$ cat src/rtl/rx_cls_pkg.sv
package rx_cls_pkg;

    localparam int EVT_W      = 16;
    localparam int BIT_DRIB   = 7;
    localparam int BIT_ALIGN  = 8;
    localparam int BIT_CRC    = 12;
    localparam int BIT_RUNT   = 13;
    localparam int BIT_XTRA   = 14;

    // Mask of the three error flags that take part in keep/irq decisions.
    localparam logic [EVT_W-1:0] ERR_MASK =
        (EVT_W'(1) << BIT_CRC) | (EVT_W'(1) << BIT_RUNT) | (EVT_W'(1) << BIT_XTRA);

endpackage

$ cat src/rtl/rx_len_counter.sv
module rx_len_counter #(
    parameter int MAX_LEN = 1518,
    parameter int DATA_W  = 8,
    parameter int CNT_W   = $clog2(MAX_LEN + 2)
) (
    input  logic              clk,
    input  logic              rst_n,
    input  logic              byte_valid_i,
    input  logic              sof_i,
    input  logic [DATA_W-1:0] byte_i,
    output logic [CNT_W-1:0]  count_o,
    output logic              wr_o,
    output logic [DATA_W-1:0] data_o
);
    localparam logic [CNT_W-1:0] LIM  = CNT_W'(MAX_LEN);
    localparam logic [CNT_W-1:0] SATV = CNT_W'(MAX_LEN + 1);

    typedef struct packed {
        logic [CNT_W-1:0]  cnt;
        logic              wr;
        logic [DATA_W-1:0] data;
    } cnt_st_t;

    cnt_st_t st_d, st_q;
    logic [CNT_W-1:0] idx;

    always_comb begin
        st_d      = st_q;
        st_d.wr   = 1'b0;
        idx       = sof_i ? '0 : st_q.cnt;
        if (byte_valid_i) begin
            // index of this byte decides whether it fits the buffer
            st_d.wr   = (idx < LIM);
            st_d.data = byte_i;
            if (sof_i) begin
                st_d.cnt = CNT_W'(1);
            end else if (st_q.cnt < SATV) begin
                st_d.cnt = st_q.cnt + CNT_W'(1);
            end
        end
    end

    always_ff @(posedge clk or negedge rst_n) begin
        if (!rst_n) begin
            st_q <= '0;
        end else begin
            st_q <= st_d;
        end
    end

    assign count_o = st_q.cnt;
    assign wr_o    = st_q.wr;
    assign data_o  = st_q.data;

endmodule

$ cat src/rtl/rx_err_decide.sv
module rx_err_decide
    import rx_cls_pkg::*;
#(
    parameter int MIN_LEN = 64,
    parameter int MAX_LEN = 1518,
    parameter int CNT_W   = $clog2(MAX_LEN + 2)
) (
    input  logic [CNT_W-1:0] count_i,
    input  logic [2:0]       leftover_i,
    input  logic             crc_ok_i,
    input  logic [EVT_W-1:0] accept_i,
    input  logic [EVT_W-1:0] irq_en_i,
    output logic [EVT_W-1:0] event_o,
    output logic             keep_o,
    output logic             irq_o,
    output logic [CNT_W-1:0] stored_len_o
);
    localparam logic [CNT_W-1:0] MINV = CNT_W'(MIN_LEN);
    localparam logic [CNT_W-1:0] MAXV = CNT_W'(MAX_LEN);

    logic is_crc, is_runt, is_xtra, is_drib;
    logic [EVT_W-1:0] err_bits;

    always_comb begin
        is_crc  = !crc_ok_i;
        is_runt = (count_i < MINV);
        is_xtra = (count_i > MAXV);
        is_drib = (leftover_i != 3'd0);

        event_o = '0;
        event_o[BIT_CRC]   = is_crc;
        event_o[BIT_RUNT]  = is_runt;
        event_o[BIT_XTRA]  = is_xtra;
        event_o[BIT_DRIB]  = is_drib;
        event_o[BIT_ALIGN] = is_drib && is_crc;

        err_bits     = event_o & ERR_MASK;
        // keep only when no present error lacks its accept switch
        keep_o       = ((err_bits & ~accept_i) == '0);
        irq_o        = ((err_bits & irq_en_i) != '0);
        stored_len_o = is_xtra ? MAXV : count_i;
    end

endmodule

$ cat src/rtl/rx_err_classifier.sv
module rx_err_classifier
    import rx_cls_pkg::*;
#(
    parameter int MIN_LEN = 64,
    parameter int MAX_LEN = 1518,
    parameter int DATA_W  = 8,
    parameter int CNT_W   = $clog2(MAX_LEN + 2)
) (
    input  logic              clk,
    input  logic              rst_n,
    input  logic              byte_valid_i,
    input  logic              sof_i,
    input  logic [DATA_W-1:0] byte_i,
    input  logic              eof_i,
    input  logic [2:0]        leftover_i,
    input  logic              crc_ok_i,
    input  logic [15:0]       accept_i,
    input  logic [15:0]       irq_en_i,
    output logic              buf_wr_o,
    output logic [DATA_W-1:0] buf_data_o,
    output logic [CNT_W-1:0]  stored_len_o,
    output logic              commit_o,
    output logic              discard_o,
    output logic [15:0]       event_o,
    output logic              irq_o
);
    typedef struct packed {
        logic [EVT_W-1:0] evt;
        logic             irq;
        logic             commit;
        logic             discard;
        logic [CNT_W-1:0] len;
    } top_st_t;

    top_st_t st_d, st_q;

    logic [CNT_W-1:0] count;
    logic [EVT_W-1:0] dec_evt;
    logic             dec_keep;
    logic             dec_irq;
    logic [CNT_W-1:0] dec_len;

    rx_len_counter #(
        .MAX_LEN (MAX_LEN),
        .DATA_W  (DATA_W),
        .CNT_W   (CNT_W)
    ) u_cnt (
        .clk          (clk),
        .rst_n        (rst_n),
        .byte_valid_i (byte_valid_i),
        .sof_i        (sof_i),
        .byte_i       (byte_i),
        .count_o      (count),
        .wr_o         (buf_wr_o),
        .data_o       (buf_data_o)
    );

    rx_err_decide #(
        .MIN_LEN (MIN_LEN),
        .MAX_LEN (MAX_LEN),
        .CNT_W   (CNT_W)
    ) u_dec (
        .count_i      (count),
        .leftover_i   (leftover_i),
        .crc_ok_i     (crc_ok_i),
        .accept_i     (accept_i),
        .irq_en_i     (irq_en_i),
        .event_o      (dec_evt),
        .keep_o       (dec_keep),
        .irq_o        (dec_irq),
        .stored_len_o (dec_len)
    );

    always_comb begin
        st_d         = st_q;
        st_d.commit  = 1'b0;
        st_d.discard = 1'b0;
        if (eof_i) begin
            st_d.evt     = dec_evt;
            st_d.irq     = dec_irq;
            st_d.commit  = dec_keep;
            st_d.discard = !dec_keep;
            st_d.len     = dec_len;
        end else if (byte_valid_i && sof_i) begin
            st_d.evt = '0;
            st_d.irq = 1'b0;
        end
    end

    always_ff @(posedge clk or negedge rst_n) begin
        if (!rst_n) begin
            st_q <= '0;
        end else begin
            st_q <= st_d;
        end
    end

    assign event_o      = st_q.evt;
    assign irq_o        = st_q.irq;
    assign commit_o     = st_q.commit;
    assign discard_o    = st_q.discard;
    assign stored_len_o = st_q.len;

endmodule

$ cat config.mk
export PLATFORM = sky130hd
export DESIGN_NAME = rx_err_classifier
export DESIGN_NICKNAME = d
export VERILOG_FILES = /design/src/rtl/rx_cls_pkg.sv /design/src/rtl/rx_len_counter.sv /design/src/rtl/rx_err_decide.sv /design/src/rtl/rx_err_classifier.sv
export SDC_FILE = /design/constraint.sdc
export NUM_CORES = 1
export LEC_CHECK = 0
export BUFFER_PORTS_ARGS = -buffer_cell sky130_fd_sc_hd__buf_2
export CAP_MARGIN = 10
export CORE_AREA = 2 2 73 89
export CTS_CLUSTER_SIZE = 28
export DETAILED_ROUTE_END_ITERATION = 10
export DIE_AREA = 0 0 75 91
export PLACE_DENSITY = 0.75
export SYNTH_ARGS = -nofsm -noshare
export SYNTH_HDL_FRONTEND = slang
export SYNTH_HIERARCHICAL = 1
export SYNTH_SLANG_ARGS = --single-unit
$ cat constraint.sdc
create_clock -name clk -period 2.53 [get_ports clk]
set_clock_uncertainty 0.15 [all_clocks]
set_input_delay 0.253 -clock clk [delete_from_list [all_inputs] [get_ports clk]]
set_output_delay 0.253 -clock clk [all_outputs]
set_load 0.005 [all_outputs]
After elaboration in Yosys (flattened, before gate mapping):

Index checks and enable logic that the tools add are counted.

* flip-flop bits (word level): 50
* bits in latches: 0
* RAM bits: 0
* bits in read-only memories: 0
* bits of input ports: 49
* output and inout port bits: 39
* logic and storage cells: 34
* memories: 0

* add/sub/neg operators: 1
* multiply operators: 0
* div/mod/pow operators: 0
* order comparisons: 4
* equality and inequality tests: 0
* shifts and indexed selects: 0
* mux-type cells: 8
* bitwise operators: 3
* reduce and logical (&&, ||, !) cells: 10

Operators with widths (count)
* $mux W11: 4
* $mux W17: 2
* $and A15 B16 Y16: 2
* $lt A11 B11 Y1 const B: 2
* $logic_not A16 Y1: 1
* $not A16 Y16: 1
* $reduce_bool A16 Y1: 1
* $mux W13: 1
* $add A11 B1 Y11 const B: 1
* $gt A11 B11 Y1 const B: 1
* $lt A11 B7 Y1 const B: 1
* $mux W9: 1
* $reduce_bool A2 Y1: 2
* $reduce_bool A3 Y1: 1
* $logic_and A1 B1 Y1: 2
* $logic_not A1 Y1: 2
* $reduce_and A2 Y1: 1

Longest topological paths before layout:

Gate-level depths: netlist of the first run.

* depth in word-level cells: 5
* depth in mapped cells: 6

Cells and area by module:

Netlist of the first run, hierarchy kept.

By module, submodules not included
* rx_err_classifier: times used 1, cells each 84, area an instance 1238.7 µm², seq. area each 750.7 µm²
* rx_len_counter: times used 1, cells each 92, area an instance 1064.8 µm², seq. area each 500.5 µm²
* rx_err_decide: times used 1, cells each 41, area an instance 300.3 µm², seq. area each 0.0 µm²

Least setup slack after synthesis of the first run:

No wires, ideal clock.

* path kind: reg-to-reg
* from: reg u_cnt.st_q, in the netlist u_cnt/count_o[0]
* to: reg st_q, in the netlist irq_o
* arrival time: 1.488 ns
* path slack: 0.771 ns
* stages on the path, launching flop included: 5
* path buffers: 0
* cells stage by stage: dfrtp_1 -> and4_4 -> o311a_4 -> a221o_1 -> a22o_1

* word-level cells in the longest chain between the ends: 4

RTL lines
* from (decl): line rx_len_counter.sv:24 `cnt_st_t st_d, st_q;`
* from (signal assigned): line rx_len_counter.sv:47 `st_q <= st_d;`
* $gt A11 B11 Y1: line rx_err_decide.sv:27 `is_xtra = (count_i > MAXV);`
* named net u_dec.is_xtra: line rx_err_decide.sv:21 `logic is_crc, is_runt, is_xtra, is_drib;`
* $and A15 B16 Y16: line rx_err_decide.sv:40 `irq_o = ((err_bits & irq_en_i) != '0);`
* $reduce_bool A16 Y1: line rx_err_decide.sv:40
* named net dec_irq: line rx_err_classifier.sv:40 `logic dec_irq;`
* $mux W17: line rx_err_classifier.sv:78 `if (eof_i) begin`
* to (signal assigned): line rx_err_classifier.sv:94 `st_q <= st_d;`
* to (decl): line rx_err_classifier.sv:35 `top_st_t st_d, st_q;`

The timed path passes the listed nets, and every way through them passes these cells.
A chain may end at the register's enable or synchronous reset.

Worst setup path after layout of the first run:

* from: reg u_cnt.st_q, in the netlist u_cnt/count_o[3]
* to: reg st_q, in the netlist irq_o

* word-level cells in the longest chain between the ends: 4

RTL lines
* $gt A11 B11 Y1: line rx_err_decide.sv:27
* named net dec_evt[14]: line rx_err_classifier.sv:38 `logic [EVT_W-1:0] dec_evt;`
* $and A15 B16 Y16: line rx_err_decide.sv:40
* $reduce_bool A16 Y1: line rx_err_decide.sv:40
* named net dec_irq: line rx_err_classifier.sv:40
* $mux W17: line rx_err_classifier.sv:78

The timed path passes the listed nets, and every way through them passes these cells.

==> results of run 1 <==
==> worst max path at each step <==
stage	startpoint	to	slack, ns	depth (start not counted)
final	u_cnt/count_o[3]	irq_o	0.61	4
after global routing	u_cnt/count_o[6]	u_cnt/count_o[3]	0.49	5
after CTS	u_cnt/count_o[3]	irq_o	0.61	4
after detailed placement	u_cnt/count_o[3]	irq_o	0.63	4
after global placement	u_cnt/count_o[2]	irq_o	0.63	4
after floorplan	u_cnt/count_o[0]	irq_o	0.77	4
==> sequential cells by signal, indices dropped and copies added, names as in the netlist <==
signal	count
u_cnt/wr_o	1
irq_o	1
stored_len_o	11
discard_o	1
commit_o	1
u_cnt/count_o	11
event_o	16
u_cnt/data_o	8
==> cell usage in the layout (no fill, tap or decap), types with 2 or more instances in the layout <==
cell                        n
sky130_fd_sc_hd__a21oi_1    2
sky130_fd_sc_hd__a22o_1    17
sky130_fd_sc_hd__a31oi_1    2
sky130_fd_sc_hd__a41oi_1    2
sky130_fd_sc_hd__and2_1     2
sky130_fd_sc_hd__and4_2     2
sky130_fd_sc_hd__buf_2     61
sky130_fd_sc_hd__buf_4      4
sky130_fd_sc_hd__clkbuf_8   5
sky130_fd_sc_hd__conb_1    11
sky130_fd_sc_hd__dfrtp_1   50
sky130_fd_sc_hd__inv_1      4
sky130_fd_sc_hd__mux2_2     8
sky130_fd_sc_hd__mux2_4    11
sky130_fd_sc_hd__nand2_1   10
sky130_fd_sc_hd__nand2b_1   5
sky130_fd_sc_hd__nand3_1    3
sky130_fd_sc_hd__nor2_1     2
sky130_fd_sc_hd__nor2b_1   21
sky130_fd_sc_hd__o21ai_0    5
sky130_fd_sc_hd__o21ai_1    4
sky130_fd_sc_hd__o31ai_1    4
sky130_fd_sc_hd__or2_2      3
==> area by class of cell <==
class	instances	area [µm²]	area share [%]
multi-input combinational	146	1160	38.8
timing repair buffer	66	345	11.6
tap	82	103	3.44
clock buffer	5	68.8	2.31
sequential	50	1250	41.9
clock inverter	3	43.8	1.47
inverter	4	15.0	0.503
==> layer usage <==
metal  GRT usage [%]  vias up  part of all wire [%]
li1                -      872                     -
met1            21.7      906                    42
met2            27.7       52                    51
met3            3.22        8                   4.3
met4            5.36        0                   1.7
met5               0        -                     0
==> power by group through the flow <==
| stage | Combinational (mW) | Clock (mW) | Sequential [mW] |
|---|---|---|---|
| final | 0.313 | 0.571 | 0.951 |
| after detailed placement | 0.316 | 0 | 0.967 |
| after global placement | 0.304 | 0 | 0.965 |
| after CTS | 0.318 | 0.589 | 0.953 |
| after floorplan | 0.222 | 0 | 0.955 |
| after global routing | 0.350 | 0.615 | 0.966 |
==> cells by family after synthesis <==
group	count (synthesis)	share of synthesized area, %
buffers and inverters	31	8.89
adder cells (fa/ha/maj)	1	0.480
multiplexers	20	10.2
AND/OR/NAND/NOR	63	15.2
other	1	0.144
AO/OA/AOI/OAI	51	17.0
flip-flops	50	48.1
==> synthesized netlist by cell type, types with 2 or more instances <==
cell | instances | area, µm²
sky130_fd_sc_hd__nor2_1 | 2 | 7.51
sky130_fd_sc_hd__o21ai_1 | 4 | 20.0
sky130_fd_sc_hd__a41oi_1 | 2 | 17.5
sky130_fd_sc_hd__and2_1 | 2 | 12.5
sky130_fd_sc_hd__o31ai_1 | 4 | 30.0
sky130_fd_sc_hd__dfrtp_1 | 50 | 1250
sky130_fd_sc_hd__clkbuf_1 | 2 | 7.51
sky130_fd_sc_hd__nor2b_1 | 21 | 131
sky130_fd_sc_hd__nand2b_1 | 5 | 31.3
sky130_fd_sc_hd__buf_6 | 7 | 78.8
sky130_fd_sc_hd__a31oi_1 | 2 | 12.5
sky130_fd_sc_hd__buf_4 | 16 | 120
sky130_fd_sc_hd__a22o_1 | 17 | 149
sky130_fd_sc_hd__buf_2 | 2 | 10.0
sky130_fd_sc_hd__a21oi_1 | 2 | 10.0
sky130_fd_sc_hd__mux2_4 | 11 | 165
sky130_fd_sc_hd__nand2_1 | 10 | 37.5
sky130_fd_sc_hd__o21ai_0 | 5 | 25.0
sky130_fd_sc_hd__and4_2 | 2 | 20.0
sky130_fd_sc_hd__inv_1 | 4 | 15.0
sky130_fd_sc_hd__mux2_2 | 8 | 90.1
sky130_fd_sc_hd__nand3_1 | 3 | 15.0
sky130_fd_sc_hd__or2_2 | 3 | 18.8
==> repair_timing <==
| item | CTS | global route |
|---|---|---|
| setup endpoints to repair | 0 | 0 |
| hold buffers | 1 | 0 |
| endpoints found under the hold margin | 50 | 0 |
==> through the flow <==
stage	utilization (%)	cells	total power, mW
after floorplan	-	227	1.18
after global placement	48.2	347	1.27
after detailed placement	48.2	347	1.28
after CTS	50.3	356	1.86
after global routing	50.3	356	1.93
final	50.3	356	1.84
==> impl_metrics.prom, run 1 <==
# TYPE chip_impl_metric gauge
chip_impl_metric{name="antenna_cells",unit=""} 0
chip_impl_metric{name="timing_max_transition_violations_final",unit=""} 0
chip_impl_metric{name="ir_worst_vdd",unit="µV"} 383
chip_impl_metric{name="pwr-share-seq",unit="%"} 51.8
chip_impl_metric{name="internal_power",unit="mW"} 1.35
chip_impl_info{name="endpoint_of_the_worst_hold_timing_path",value="u_cnt/data_o[2]"} 1
chip_impl_info{name="rr_startpoint",value="u_cnt/count_o[3]"} 1
chip_impl_metric{name="route.detailed.wl_per_inst",unit="µm"} 14.7
chip_impl_metric{name="worst_slack",unit="ns"} 0.608
chip_impl_metric{name="switching_share",unit="%"} 26.7
chip_impl_metric{name="power.density",unit="nW/µm²"} 615
chip_impl_info{name="outcome",value="completed"} 1
chip_impl_metric{name="place.port_buffers",unit=""} 61
chip_impl_metric{name="fin_nets",unit=""} 323
chip_impl_metric{name="route.antenna.remaining_nets",unit=""} 0
chip_impl_metric{name="grt_remaining_overflow",unit=""} 0
chip_impl_metric{name="fp.dieW",unit="µm"} 75
chip_impl_metric{name="cts_num_sinks",unit=""} 50
chip_impl_metric{name="timing.final.setup_violations",unit=""} 0
chip_impl_metric{name="placement.setup.worst_slack",unit="ns"} 0.626
chip_impl_metric{name="floorplan.io_pins",unit=""} 88
chip_impl_metric{name="final.setup.tns",unit="ns"} 0
chip_impl_metric{name="maxCapViolations",unit=""} 0
chip_impl_metric{name="synth.ff_latch_count",unit=""} 50
chip_impl_metric{name="comb_power_share",unit="%"} 17.1
chip_impl_metric{name="postCtsResizedCells",unit=""} 0
chip_impl_metric{name="timing.hold.worst_path_depth",unit=""} 2
chip_impl_metric{name="timing.final.hold_violations",unit=""} 0
chip_impl_metric{name="synth_sequential_area_ratio",unit="%"} 48.1
chip_impl_info{name="cp-start-kind",value="flip-flop"} 1
chip_impl_info{name="worst_setup_path_end_kind",value="flip-flop"} 1
chip_impl_metric{name="post-route-min-period",unit="ns"} 1.92
chip_impl_metric{name="remaining_drc_errors",unit=""} 0
chip_impl_metric{name="postCtsSetupRepairBufs",unit=""} 0
chip_impl_metric{name="start_util",unit="%"} 43.9
chip_impl_metric{name="worst-endpoint-arrival",unit="ns"} 1.97
chip_impl_metric{name="synth.lib_cells_used.distinct",unit=""} 56
chip_impl_info{name="synth_flop_cell",value="sky130_fd_sc_hd__dfrtp_1"} 1
chip_impl_metric{name="grt_max_degree",unit=""} 48
chip_impl_metric{name="die_extent_in_y",unit="µm"} 91
chip_impl_metric{name="syn_inst",unit=""} 217
chip_impl_metric{name="drive_gt1_share",unit="%"} 41.2
chip_impl_metric{name="critical_path_peak_fanout",unit=""} 12
chip_impl_metric{name="count_of_yosys_warnings_during_synthesis",unit=""} 6
chip_impl_info{name="crit_path_top_delay_cell",value="sky130_fd_sc_hd__dfrtp_1"} 1
chip_impl_metric{name="antenna_violations_before_repair",unit=""} 0
chip_impl_metric{name="clk-insertion-delay-late",unit="ns"} 0.30
chip_impl_metric{name="fmax",unit="GHz"} 0.520
chip_impl_metric{name="cts_buffers",unit=""} 5
chip_impl_metric{name="cpPeakStageDelay",unit="ns"} 0.52
chip_impl_info{name="clk_root_buffer_cell",value="sky130_fd_sc_hd__clkbuf_8"} 1
chip_impl_metric{name="fin_hold_ws",unit="ns"} 0.0272
chip_impl_metric{name="vias",unit=""} 1838
chip_impl_metric{name="design.core.area",unit="µm²"} 5930
chip_impl_metric{name="grt_pass1_vias",unit=""} 1882
chip_impl_metric{name="edff_count_synth",unit=""} 0
chip_impl_metric{name="h_tree_depth_reported_by_cts",unit=""} 2
chip_impl_info{name="timing.critical_path.cells",value="and4_4, o311a_4, a221o_1, a22o_1"} 1
chip_impl_info{name="cts_tree",value="done"} 1
chip_impl_metric{name="worstPathBufferInverterCount",unit=""} 0
chip_impl_metric{name="final_cell_area",unit="µm²"} 2990
chip_impl_metric{name="via_density",unit=""} 5.16
chip_impl_metric{name="leakage",unit="nW"} 1.49
chip_impl_metric{name="global_route.usage.total",unit="%"} 16.8
chip_impl_metric{name="drt-initial-drc-count",unit=""} 96
chip_impl_info{name="rsz0062_at_grt",value="no"} 1
chip_impl_metric{name="critical_path_required",unit="ns"} 2.58
chip_impl_metric{name="fillers",unit=""} 557
chip_impl_metric{name="drt-total-wl",unit="mm"} 5.22
chip_impl_info{name="worstReg2RegEnd",value="irq_o"} 1
chip_impl_info{name="setup.worst_path.class",value="reg2reg"} 1
chip_impl_metric{name="worst_r2r_path_depth",unit=""} 4
chip_impl_metric{name="first_pass_grt_wire_length",unit="mm"} 9.01
chip_impl_info{name="timing.hold.worst.start",value="byte_i[2]"} 1
chip_impl_metric{name="share_clk_of_total_power",unit="%"} 31.1
chip_impl_metric{name="synth_area",unit="µm²"} 2600
chip_impl_metric{name="timing.slew.headroom",unit="%"} 60.2
chip_impl_metric{name="cts-root-to-sink-buffers",unit=""} 2
chip_impl_info{name="worst_hold_path_type",value="in2reg"} 1
chip_impl_metric{name="hpwl",unit="mm"} 3.66
chip_impl_metric{name="drt-pass1-iter-count",unit=""} 4
chip_impl_metric{name="p_switching",unit="mW"} 0.489
chip_impl_metric{name="total_die_area",unit="µm²"} 6830
chip_impl_metric{name="gp_congestion",unit=""} 0.754
chip_impl_info{name="critPathTopFamily",value="compound AO/OA/AOI/OAI gates"} 1
chip_impl_metric{name="async_s_r_ff_share_synth",unit="%"} 100
chip_impl_metric{name="post_dp_cell_area",unit="µm²"} 2860
chip_impl_metric{name="syn2layout_area_growth",unit="%"} 14.7
chip_impl_metric{name="cts.clk_slew.worst_paths",unit="ns"} 0.10
chip_impl_metric{name="setup.reg_to_reg.worst_slack",unit="ns"} 0.61
chip_impl_metric{name="fin_crit_sh",unit="%"} 76.0
chip_impl_metric{name="core.rowCount",unit=""} 31
chip_impl_metric{name="worstMarginPinSlew",unit="ns"} 0.596
chip_impl_metric{name="syn-mean-instance-area",unit="µm²"} 12.0
(Power assumes the default switching activity.)
==> inputs of run 2 (changes only) <==
PLACE_DENSITY = 0.78   (was 0.75)
clock period = 1.6 ns   (was 2.53 ns; I/O delays follow)
==> run 2 against run 1 <==
Net effect:
- the flow now finishes with violations (negative setup slack)
- clock power grew 46%
- combinational power rose by 150%
- worst setup slack lost 0.74 ns
- non-clock buffer count up 46
- sequential share of layout area shrank 6.8 points
- sequential cell count is the same
- global-route usage is 2.1 points higher
- register-to-register slack lost 0.74 ns
- cell count is 13% higher
- critical path depth is the same
- utilization increased by 9.9 points
- critical endpoint is now commit_o
- highest routed layer unchanged
==> impl_metrics.prom, run 2 (synthesis gave the netlist of run 1 again) <==
# TYPE chip_impl_metric gauge
chip_impl_metric{name="place.port_buffers",unit=""} 61
chip_impl_metric{name="start_util",unit="%"} 43.9
chip_impl_info{name="setup.worst_path.class",value="reg2reg"} 1
chip_impl_metric{name="remaining_drc_errors",unit=""} 0
chip_impl_info{name="worst_hold_path_type",value="in2reg"} 1
chip_impl_metric{name="design.core.area",unit="µm²"} 5930
chip_impl_metric{name="h_tree_depth_reported_by_cts",unit=""} 2
chip_impl_metric{name="critical_path_peak_fanout",unit=""} 5
chip_impl_metric{name="timing.hold.worst_path_depth",unit=""} 4
chip_impl_metric{name="power.density",unit="nW/µm²"} 862
chip_impl_metric{name="cpPeakStageDelay",unit="ns"} 0.58
chip_impl_metric{name="floorplan.io_pins",unit=""} 88
chip_impl_metric{name="critical_path_required",unit="ns"} 1.66
chip_impl_metric{name="drive_gt1_share",unit="%"} 53.1
chip_impl_info{name="critPathLaunch",value="u_cnt/count_o[6]"} 1
chip_impl_info{name="most_common_cell_after_layout_fill_and_taps_aside",value="sky130_fd_sc_hd__buf_2"} 1
chip_impl_metric{name="post-place-cells",unit=""} 372
chip_impl_metric{name="placement.setup.worst_slack",unit="ns"} -0.148
chip_impl_metric{name="vias",unit=""} 2073
chip_impl_metric{name="grt_pass1_vias",unit=""} 2161
chip_impl_info{name="worst_setup_path_end_kind",value="flip-flop"} 1
chip_impl_metric{name="gp_congestion",unit=""} 0.902
chip_impl_info{name="worstReg2RegEnd",value="commit_o"} 1
chip_impl_metric{name="timing.slew.headroom",unit="%"} 59.7
chip_impl_metric{name="die_extent_in_y",unit="µm"} 91
chip_impl_metric{name="route.detailed.wl_per_inst",unit="µm"} 15.9
chip_impl_info{name="cp-start-kind",value="flip-flop"} 1
chip_impl_metric{name="maxCapViolations",unit=""} 0
chip_impl_metric{name="core.rowCount",unit=""} 31
chip_impl_metric{name="fin_crit_sh",unit="%"} 108
chip_impl_metric{name="fp.dieW",unit="µm"} 75
chip_impl_metric{name="cts_num_sinks",unit=""} 50
chip_impl_metric{name="fmax",unit="GHz"} 0.578
chip_impl_info{name="outcome",value="finished with violations"} 1
chip_impl_metric{name="antenna_violations_before_repair",unit=""} 0
chip_impl_info{name="critPathTopFamily",value="simple AND/OR/NAND/NOR gates"} 1
chip_impl_metric{name="worstPathBufferInverterCount",unit=""} 0
chip_impl_metric{name="ir_worst_vdd",unit="µV"} 485
chip_impl_metric{name="hpwl",unit="mm"} 4.01
chip_impl_metric{name="fin_nets",unit=""} 369
chip_impl_info{name="timing.critical_path.cells",value="or4_4, o32ai_4, a21oi_2, and2_1"} 1
chip_impl_metric{name="total_power",unit="mW"} 3.08
chip_impl_metric{name="timing.final.setup_violations",unit=""} 16
chip_impl_metric{name="worst_r2r_path_depth",unit=""} 4
chip_impl_metric{name="grt_max_degree",unit=""} 48
chip_impl_metric{name="cts.clk_slew.worst_paths",unit="ns"} 0.09
chip_impl_info{name="timing.hold.worst.start",value="accept_i[14]"} 1
chip_impl_metric{name="worstMarginPinSlew",unit="ns"} 0.603
chip_impl_info{name="clk_root_buffer_cell",value="sky130_fd_sc_hd__clkbuf_8"} 1
chip_impl_info{name="endpoint_of_the_worst_hold_timing_path",value="discard_o"} 1
chip_impl_metric{name="cts-root-to-sink-buffers",unit=""} 2
chip_impl_info{name="final_cell_mix",value="sky130_fd_sc_hd__buf_2 (61), sky130_fd_sc_hd__dfrtp_1 (48), sky130_fd_sc_hd__buf_4 (27)"} 1
chip_impl_metric{name="syn2layout_area_growth",unit="%"} 37.1
chip_impl_metric{name="antenna_cells",unit=""} 0
chip_impl_metric{name="timing.final.hold_violations",unit=""} 0
chip_impl_metric{name="drt-initial-drc-count",unit=""} 137
chip_impl_metric{name="timing_max_transition_violations_final",unit=""} 0
chip_impl_metric{name="via_density",unit=""} 5.16
chip_impl_metric{name="grt_remaining_overflow",unit=""} 0
chip_impl_metric{name="drt-pass1-iter-count",unit=""} 4
chip_impl_metric{name="total_die_area",unit="µm²"} 6830
chip_impl_metric{name="worst-endpoint-arrival",unit="ns"} 1.79
chip_impl_metric{name="cts_buffers",unit=""} 5
chip_impl_info{name="rsz0062_at_grt",value="yes"} 1
chip_impl_metric{name="post-route-min-period",unit="ns"} 1.73
chip_impl_metric{name="global_route.usage.total",unit="%"} 18.8
chip_impl_info{name="failing_checks",value="negative setup slack"} 1
chip_impl_metric{name="largest_register_ff_count",unit=""} 16
chip_impl_metric{name="setup.reg_to_reg.worst_slack",unit="ns"} -0.13
chip_impl_info{name="cts_tree",value="done"} 1
chip_impl_info{name="crit_path_top_delay_cell",value="sky130_fd_sc_hd__or4_4"} 1
chip_impl_metric{name="drt-total-wl",unit="mm"} 6.41
chip_impl_metric{name="post_layout_nonfiller_instances",unit=""} 402
chip_impl_info{name="rr_startpoint",value="u_cnt/count_o[6]"} 1
chip_impl_metric{name="clk-insertion-delay-late",unit="ns"} 0.32
chip_impl_metric{name="first_pass_grt_wire_length",unit="mm"} 9.99
chip_impl_metric{name="leakage",unit="nW"} 1.76
chip_impl_metric{name="route.antenna.remaining_nets",unit=""} 0
chip_impl_metric{name="worst_slack",unit="ns"} -0.131
run 2: per-stage QoR:
step	utilization (%)	cell area [µm²]	setup TNS, ns	hold WS [ns]
3_3_place_gp	52.0	3090	-0.815	-0.0465
6_report	60.2	3570	-1.31	0.0518
4_1_cts	57.2	3400	-1.12	0.0526
3_5_place_dp	52.0	3090	-1.12	-0.0393
2_1_floorplan	-	2650	-0.586	-0.286
5_1_grt	60.2	3570	-2.09	0.0679
run 2: repair_timing:
item                       4_1_cts  5_1_grt
resized for setup               23       23
setup endpoints to repair       17       19
cloned                           1        0
pin swaps                        8       10
hold endpoints to repair        58        0
buffers inserted                 5        8
hold buffers                     9        0
run 2: worst max-delay path by stage:
stage | endpoint | slack, ns | cells past startpoint
2_1_floorplan | irq_o | -0.15 | 4
3_3_place_gp | irq_o | -0.12 | 4
3_5_place_dp | irq_o | -0.15 | 4
4_1_cts | irq_o | -0.14 | 4
5_1_grt | u_cnt/count_o[3] | -0.18 | 5
6_report | commit_o | -0.13 | 4
run 2: metal layers:
metal	vias up	track usage, %	wire, µm	part of all wire, %
li1	967	-	-	-
met1	1022	23.6	2630	41
met2	71	31.4	3350	52
met3	13	3.55	292	4.6
met4	0	7.14	132	2.1
met5	-	0	0	0
run 2: area by class of cell:
class                      instances  area (µm²)
multi-input combinational        146        1300
fill                             455        2360
inverter                           4        15.0
sequential                        50        1250
tap                               82         103
timing repair buffer             112         793
clock buffer                       7        96.3
clock inverter                     1        8.76
run 2: tightest hold or removal path, cell delays in order:
cell                      delay, ns
sky130_fd_sc_hd__buf_2         0.10
sky130_fd_sc_hd__inv_1         0.06
sky130_fd_sc_hd__a21oi_2       0.06
sky130_fd_sc_hd__nor2b_1       0.10
run 2: report_power, final:
part           switching (mW)  internal [mW]
registers              0.0852           1.39
clock network           0.436          0.397
logic                   0.337          0.436
total                   0.858           2.22
